==> src/rtl/idx_ea_pkg.sv <==
package idx_ea_pkg;

  typedef enum logic [3:0] {
    FORM_CONST5,
    FORM_INC1,
    FORM_INC2,
    FORM_DEC1,
    FORM_DEC2,
    FORM_ZERO,
    FORM_ACCB,
    FORM_ACCA,
    FORM_ACCD,
    FORM_OFF8,
    FORM_OFF16,
    FORM_PC8,
    FORM_PC16,
    FORM_EXTIND,
    FORM_BAD
  } idx_form_e;

  typedef enum logic [1:0] {
    BASE_PTR,
    BASE_PC,
    BASE_NONE
  } idx_base_e;

  typedef struct packed {
    idx_form_e  form;
    logic [1:0] ptr_code;
    logic       indirect;
    logic [1:0] extra;
  } idx_dec_t;

endpackage

==> src/rtl/idx_ea_decode.sv <==
module idx_ea_decode
  import idx_ea_pkg::*;
#(
  parameter int DATA_W = 8
) (
  input  logic [DATA_W-1:0] postbyte,
  output idx_dec_t          dec
);

  localparam int MODE_BIT = DATA_W - 1;
  localparam int IND_BIT  = 4;

  logic       long_form;
  logic [3:0] nib;

  assign long_form = postbyte[MODE_BIT];
  assign nib       = postbyte[3:0];

  always_comb begin
    dec.ptr_code = postbyte[6:5];
    dec.indirect = 1'b0;
    dec.extra    = 2'd0;
    dec.form     = FORM_CONST5;
    if (long_form) begin
      dec.indirect = postbyte[IND_BIT];
      unique case (nib)
        4'b0000: dec.form = FORM_INC1;
        4'b0001: dec.form = FORM_INC2;
        4'b0010: dec.form = FORM_DEC1;
        4'b0011: dec.form = FORM_DEC2;
        4'b0100: dec.form = FORM_ZERO;
        4'b0101: dec.form = FORM_ACCB;
        4'b0110: dec.form = FORM_ACCA;
        4'b1011: dec.form = FORM_ACCD;
        4'b1000: begin dec.form = FORM_OFF8;  dec.extra = 2'd1; end
        4'b1001: begin dec.form = FORM_OFF16; dec.extra = 2'd2; end
        4'b1100: begin dec.form = FORM_PC8;   dec.extra = 2'd1; end
        4'b1101: begin dec.form = FORM_PC16;  dec.extra = 2'd2; end
        4'b1111: begin
          if (postbyte[IND_BIT]) begin
            dec.form  = FORM_EXTIND;
            dec.extra = 2'd2;
          end else begin
            dec.form = FORM_BAD;
          end
        end
        default: dec.form = FORM_BAD;
      endcase
      if (dec.form == FORM_BAD) begin
        dec.indirect = 1'b0;
        dec.extra    = 2'd0;
      end
    end
  end

endmodule

==> src/rtl/idx_ea_offset.sv <==
module idx_ea_offset
  import idx_ea_pkg::*;
#(
  parameter int DATA_W = 8,
  parameter int ADDR_W = 16
) (
  input  idx_form_e         form,
  input  logic [4:0]        short_off,
  input  logic [DATA_W-1:0] opnd_hi,
  input  logic [DATA_W-1:0] opnd_lo,
  input  logic [DATA_W-1:0] acc_a,
  input  logic [DATA_W-1:0] acc_b,
  output idx_base_e         base_sel,
  output logic [ADDR_W-1:0] ea_off,
  output logic [ADDR_W-1:0] wb_off,
  output logic              wb_hit
);

  localparam logic [ADDR_W-1:0] ONE = ADDR_W'(1);
  localparam logic [ADDR_W-1:0] TWO = ADDR_W'(2);

  logic [ADDR_W-1:0] sx_short, sx_hi, sx_a, sx_b, pair_op, pair_acc;

  assign sx_short = ADDR_W'($signed(short_off));
  assign sx_hi    = ADDR_W'($signed(opnd_hi));
  assign sx_a     = ADDR_W'($signed(acc_a));
  assign sx_b     = ADDR_W'($signed(acc_b));
  assign pair_op  = ADDR_W'({opnd_hi, opnd_lo});
  assign pair_acc = ADDR_W'({acc_a, acc_b});

  always_comb begin
    base_sel = BASE_PTR;
    ea_off   = '0;
    wb_off   = '0;
    wb_hit   = 1'b0;
    unique case (form)
      FORM_CONST5: ea_off = sx_short;
      FORM_INC1:   begin wb_off = ONE; wb_hit = 1'b1; end
      FORM_INC2:   begin wb_off = TWO; wb_hit = 1'b1; end
      FORM_DEC1:   begin ea_off = -ONE; wb_off = -ONE; wb_hit = 1'b1; end
      FORM_DEC2:   begin ea_off = -TWO; wb_off = -TWO; wb_hit = 1'b1; end
      FORM_ZERO:   ea_off = '0;
      FORM_ACCB:   ea_off = sx_b;
      FORM_ACCA:   ea_off = sx_a;
      FORM_ACCD:   ea_off = pair_acc;
      FORM_OFF8:   ea_off = sx_hi;
      FORM_OFF16:  ea_off = pair_op;
      FORM_PC8:    begin base_sel = BASE_PC; ea_off = sx_hi; end
      FORM_PC16:   begin base_sel = BASE_PC; ea_off = pair_op; end
      FORM_EXTIND: begin base_sel = BASE_NONE; ea_off = pair_op; end
      default:     base_sel = BASE_NONE;
    endcase
  end

endmodule

==> src/rtl/idx_ea_gen.sv <==
module idx_ea_gen
  import idx_ea_pkg::*;
#(
  parameter int DATA_W = 8,
  parameter int ADDR_W = 16
) (
  input  logic              clk,
  input  logic              rst,
  input  logic              in_valid,
  input  logic [DATA_W-1:0] postbyte,
  input  logic [DATA_W-1:0] opnd_hi,
  input  logic [DATA_W-1:0] opnd_lo,
  input  logic [ADDR_W-1:0] ptr_x,
  input  logic [ADDR_W-1:0] ptr_y,
  input  logic [ADDR_W-1:0] ptr_u,
  input  logic [ADDR_W-1:0] ptr_s,
  input  logic [DATA_W-1:0] acc_a,
  input  logic [DATA_W-1:0] acc_b,
  input  logic [ADDR_W-1:0] pc_after,
  output logic              out_valid,
  output logic [ADDR_W-1:0] eff_addr,
  output logic              ind_req,
  output logic [1:0]        extra_cnt,
  output logic              wb_en,
  output logic [1:0]        wb_sel,
  output logic [ADDR_W-1:0] wb_val,
  output logic              illegal
);

  localparam int PTR_N = 4;

  idx_dec_t          dec;
  idx_base_e         base_sel;
  logic [ADDR_W-1:0] ea_off, wb_off, base, ptr_val, ea_nxt, wb_nxt;
  logic              wb_hit, bad;
  logic [ADDR_W-1:0] ptr_bank [PTR_N];

  assign ptr_bank[0] = ptr_x;
  assign ptr_bank[1] = ptr_y;
  assign ptr_bank[2] = ptr_u;
  assign ptr_bank[3] = ptr_s;

  idx_ea_decode #(.DATA_W(DATA_W)) u_decode (
    .postbyte (postbyte),
    .dec      (dec)
  );

  idx_ea_offset #(.DATA_W(DATA_W), .ADDR_W(ADDR_W)) u_offset (
    .form      (dec.form),
    .short_off (postbyte[4:0]),
    .opnd_hi   (opnd_hi),
    .opnd_lo   (opnd_lo),
    .acc_a     (acc_a),
    .acc_b     (acc_b),
    .base_sel  (base_sel),
    .ea_off    (ea_off),
    .wb_off    (wb_off),
    .wb_hit    (wb_hit)
  );

  assign ptr_val = ptr_bank[dec.ptr_code];
  assign bad     = (dec.form == FORM_BAD);

  always_comb begin
    unique case (base_sel)
      BASE_PTR: base = ptr_val;
      BASE_PC:  base = pc_after;
      default:  base = '0;
    endcase
  end

  assign ea_nxt = bad ? '0 : (base + ea_off);
  assign wb_nxt = ptr_val + wb_off;

  always_ff @(posedge clk) begin
    if (rst) begin
      out_valid <= 1'b0;
      eff_addr  <= '0;
      ind_req   <= 1'b0;
      extra_cnt <= 2'd0;
      wb_en     <= 1'b0;
      wb_sel    <= 2'd0;
      wb_val    <= '0;
      illegal   <= 1'b0;
    end else begin
      out_valid <= in_valid;
      eff_addr  <= in_valid ? ea_nxt : '0;
      ind_req   <= in_valid & dec.indirect;
      extra_cnt <= in_valid ? dec.extra : 2'd0;
      wb_en     <= in_valid & wb_hit;
      wb_sel    <= (in_valid & wb_hit) ? dec.ptr_code : 2'd0;
      wb_val    <= (in_valid & wb_hit) ? wb_nxt : '0;
      illegal   <= in_valid & bad;
    end
  end

endmodule

==> config.mk <==
export PLATFORM = sky130hd
export DESIGN_NAME = idx_ea_gen
export DESIGN_NICKNAME = d
export VERILOG_FILES = /design/src/rtl/idx_ea_pkg.sv /design/src/rtl/idx_ea_decode.sv /design/src/rtl/idx_ea_offset.sv /design/src/rtl/idx_ea_gen.sv
export SDC_FILE = /design/constraint.sdc
export NUM_CORES = 1
export LEC_CHECK = 0
export ABC_AREA = 0
export ABC_CLOCK_PERIOD_IN_PS = 6500
export BUFFER_PORTS_ARGS = -buffer_cell sky130_fd_sc_hd__buf_2
export CAP_MARGIN = 10
export CORE_ASPECT_RATIO = 1.5
export CORE_MARGIN = 3
export CORE_UTILIZATION = 50
export DETAILED_ROUTE_END_ITERATION = 10
export PLACE_DENSITY = 0.81
export SLEW_MARGIN = 10
export SYNTH_ARGS = -nofsm -noshare
export SYNTH_HDL_FRONTEND = slang
export SYNTH_HIERARCHICAL = 1
export SYNTH_SLANG_ARGS = --single-unit
==> constraint.sdc <==
create_clock -name clk -period 6.5 [get_ports clk]
set_input_delay 1.3 -clock clk [delete_from_list [all_inputs] [get_ports clk]]
set_output_delay 1.3 -clock clk [all_outputs]
set_load 0.05 [all_outputs]
After elaboration in Yosys (flattened, before gate mapping)

Index checks and enable logic that the tools add are counted.

Bits in latches: 0
Word-level logic and storage cells: 75
Input bits: 123
Memories: 0
Memory bits (writable): 0
Memory bits (read-only): 0
Register bits after elaboration: 40

$lt $le $gt $ge: 1
Divide/modulo/power cells: 0
Multipliers: 0
Reductions and logical operators: 13
Bitwise operators: 7
Add/sub/neg operators: 2
Equality and inequality tests: 28
Shift operators: 0
Mux-type cells: 16

Operators by type and width:

| operator           | count |
|---|---|
| $pmux 16 s8        | 1 |
| $pmux 16 s4        | 1 |
| $eq 4x4->1 const B | 14 |
| $pmux 4 s13        | 1 |
| $add 16x16->16     | 2 |
| $bmux 16 s2        | 1 |
| $mux 16            | 2 |
| $pmux 16 s2        | 1 |
| $eq 4x3->1 const B | 7 |
| $eq 4x2->1 const B | 4 |
| $reduce_or 11->1   | 1 |
| $reduce_or 2->1    | 5 |
| $eq 4x1->1 const B | 2 |
| $logic_not 4->1    | 2 |
| $mux 4             | 2 |
| $reduce_or 4->1    | 2 |
| $mux 3             | 2 |
| $pmux 2 s3         | 1 |
| $reduce_or 3->1    | 2 |
| $mux 2             | 2 |
| $pmux 2 s2         | 1 |
| $and 1x1->1        | 3 |
| $ge 3x3->1 const B | 1 |
| $not 1->1          | 3 |
| 4 further kinds    | 4 |

Longest topological paths before layout

Depth after elaboration: 10
Mapped depth: 22
Mapped depth without buffers: 17

Hierarchy

The synthesis kept the hierarchy.

By module, submodules not included:

| module        | times used | cells each | sequential area each (sq um) | area each (sq um) |
|---|---|---|---|---|
| idx_ea_gen    | 1          | 355        | 800.8                        | 3209.3 |
| idx_ea_offset | 1          | 108        | 0.0                          | 748.2 |
| idx_ea_decode | 1          | 32         | 0.0                          | 206.4 |

Least setup slack after synthesis

OpenSTA, ideal clock, no wires.

Path kind: input port to flip-flop
Start point: input port postbyte[3]
End point: register eff_addr[14]
Cell stages on the path: 20
Path buffers: 4
Data arrival time: 4.953 ns
Library setup time: 0.123 ns
Path slack: 1.424 ns
Cell sequence: buf_6 -> xor2_1 -> a311o_1 -> buf_4 -> nor3b_1 -> a21oi_1 -> nor2_1 -> clkbuf_1 -> buf_2 -> mux2i_1 -> nor2_1 -> ha_1 -> inv_1 -> fa_1 -> nor2b_1 -> o31a_1 -> o31ai_2 -> o31ai_1 -> o21ai_0 -> nor3b_1

RTL lines:

| item                 | RTL line         | text |
|---|---|---|
| from (decl)          | idx_ea_gen.sv:10 | `input logic [DATA_W-1:0] postbyte,` |
| to (signal assigned) | idx_ea_gen.sv:87 | `eff_addr <= in_valid ? ea_nxt : '0;` |
| to (decl)            | idx_ea_gen.sv:21 | `output logic [ADDR_W-1:0] eff_addr,` |

==> flow_summary.json <==
{
  "status": "complete, no violations",
  "synth-async-reset-ratio_pct": 0,
  "avgSynthCellArea_um2": 8.41,
  "yosys-top-cells-area": "dfxtp_1 19%, ha_1 9.0%, mux4_2 5.9%, nor2_1 5.0%, mux2i_1 4.3%",
  "slew_headroom_pct": 42.4,
  "grt_max_degree": 22,
  "gr-total-overflow": 0,
  "clkPwrFrac_pct": 26.0,
  "root_buffer": "clkbuf_16",
  "synth_top_area_share_pct": 19.2,
  "synth_nets": 650,
  "die-height_um": 118,
  "sequentialPowerShare_pct": 23.2,
  "cts_buffer_depth": 2,
  "drc": 0,
  "synth.cell_area_mm2": 0.00416,
  "multi_input_area_mm2": 0.00302,
  "setup_violations": 0,
  "diodes": 0,
  "nets": 778,
  "critical-path-top-delay-family": "simple AND/OR/NAND/NOR gates",
  "p_sw_share_pct": 40.5,
  "seq_area_um2": 801,
  "crit_path_cell_trace": "buf_2 > nand2b_4 > o221ai_1 > and2_1 > nor3b_1 > a21oi_1 > nor2_2 > buf_4 > mux2i_1 > nor2_1 > ha_1 > a21oi_1 > nand2_1 > o21ai_0 > o21ai_0 > xnor2_1 > nor2_1",
  "vias_per_cell": 6.02,
  "crit_fanout": 20,
  "ctsResizeCount": 0,
  "hold_viol": 0,
  "worstMarginPinSlew_ps": 863,
  "globalplace.congestion": 0.949,
  "vias": 4392,
  "p_switching_uw": 478,
  "fin_tns_setup_ps": 0,
  "fin_util_pct": 62.6,
  "ir_drop_mv": 0.113,
  "drive_gt1_share_pct": 31.4,
  "clock_sinks": 40,
  "power.internal_uw": 704,
  "layout_min_cycle_time_ps": 5150,
  "synthCells": 495,
  "wire_per_inst_um": 17.6,
  "slowest_delay_ps": 570,
  "p_comb_share_pct": 50.8,
  "fin_crit_sh_pct": 79.2,
  "die-width_um": 80.5,
  "synthToLayoutAreaGrowth_pct": 21.1,
  "core-area_mm2": 0.00806,
  "synth_edf_count": 0,
  "arrival_ps": 5300,
  "critPathKind": "in -> reg",
  "leakagePower_nw": 2.42,
  "synth-main-ff-cell": "dfxtp_1",
  "yosys-top-cells-count": "55 x nor2_1, 40 x dfxtp_1, 30 x a21oi_1, 30 x ha_1, 27 x nand2_1",
  "drv_cap": 0,
  "grt_pass1_vias": 4398,
  "drt_iter0_markers": 428,
  "rsz0062_at_grt": "no",
  "nFillCells": 734,
  "antenna_found_initial": 0,
  "cts_tree": "yes",
  "crit_path_end_kind": "flip-flop",
  "ys_types": 70,
  "critPathSlowestCell": "and2_1",
  "power-per-cell-area_mw_per_mm2": 234,
  "row_count": 40,
  "cts_inserted_buffers": 5,
  "max_freq_ghz": 0.194,
  "drtAntennaViolNets": 0,
  "grt_pass1_wl_mm": 20.5,
  "first_pass_iters": 5,
  "yosysMostFrequentCell": "nor2_1",
  "slew_viol_final": 0,
  "drt_wl_total_mm": 12.8,
  "io_pins": 163,
  "synth_area_leader_cell": "dfxtp_1",
  "hp-class": "in -> reg",
  "die_area_mm2": 0.00948,
  "yosys_warnings": 6,
  "path_clk_slew_ps": 60,
  "startpoint_type": "input port",
  "crit_buf_inv": 2,
  "yosys_register_bits": 40,
  "cts_max_level": 2,
  "yosysSeqAreaShare_pct": 19.2,
  "postCtsSetupBuffers": 0,
  "start_util_pct": 51.7,
  "dp_hpwl_mm": 10.4,
  "cts-hold-fix-buffers": 0,
  "port_buffers": 162,
  "grt_use_total_pct": 27.4,
  "cp.required_ps": 6660
}
[layout make-up]
| cell class | instances | share of cell area [%] |
|---|---|---|
| clock buffers | 7 | 3.03 |
| clock inverters | 1 | 0.596 |
| inverters | 15 | 1.12 |
| multi-input cells | 394 | 59.9 |
| flip-flops and latches | 40 | 15.9 |
| well taps | 105 | 2.61 |
| repair buffers | 167 | 16.8 |
[flip-flops by register name, indices dropped and copies added, names as in the netlist]
signal     cells
extra_cnt      2
wb_val        16
out_valid      1
ind_req        1
wb_sel         2
wb_en          1
illegal        1
eff_addr      16
[worst paths after layout]
path	from	end	slack (ps)	cells after the start
min	rst	illegal	1180	2
max	postbyte[0]	eff_addr[11]	1350	17
[kinds of logic (layout without fill, tap and decap cells)]
logic type / after synthesis / count (layout) / synth area share [%]
compound gates: 136 / 136 / 23.7
xor+xnor: 17 / 17 / 3.58
fa+ha+maj: 32 / 32 / 9.98
buf+inv: 61 / 190 / 8.26
flops: 40 / 40 / 19.2
mux: 35 / 35 / 13.7
simple gates: 174 / 174 / 21.6
[metal layers]
metal | vias to the layer above | part of all wire [%] | GRT usage, %
li1 | 2098 | - | -
met1 | 2004 | 36 | 31.5
met2 | 251 | 51 | 48.4
met3 | 39 | 8.4 | 4.36
met4 | 0 | 3.9 | 12.3
met5 | - | 0 | 0
[placed cells by master (no fill, tap or decap), types with 8 or more instances in the layout]
master / netlist / routed
buf_2: 10 / 162
nor2_1: 55 / 54
dfxtp_1: 40 / 40
a21oi_1: 30 / 30
ha_1: 30 / 30
nand2_1: 27 / 27
mux2i_1: 18 / 18
o21ai_0: 18 / 18
inv_1: 14 / 14
a21o_1: 14 / 14
a221o_1: 13 / 13
nor2b_1: 12 / 12
nor3_1: 12 / 12
mux4_2: 11 / 11
nand3_1: 11 / 11
and3_1: 10 / 10
xnor2_1: 10 / 10
nor3b_1: 9 / 9
a211oi_1: 8 / 8
[power groups by stage]
stage	sequential, mW	clock, mW	combinational (mW)
final	0.274	0.308	0.601
after global routing	0.276	0.317	0.655
after CTS	0.274	0.312	0.596
after detailed placement	0.279	0	0.593
after global placement	0.279	0	0.583
after floorplan	0.364	0	0.374
[per-stage QoR]
stage | cells | instance area, um^2 | hold WS, ps | setup slack (ps) | total power, mW
after global placement | 721 | 4860 | 1480 | 1190 | 0.863
after floorplan | 495 | 4160 | 1380 | 1420 | 0.738
after CTS | 729 | 5040 | 1180 | 1410 | 1.18
after detailed placement | 721 | 4860 | 1480 | 1090 | 0.873
after global routing | 729 | 5040 | 1200 | 765 | 1.25
final | 729 | 5040 | 1180 | 1350 | 1.18
Power figures use the tool's default switching activity.
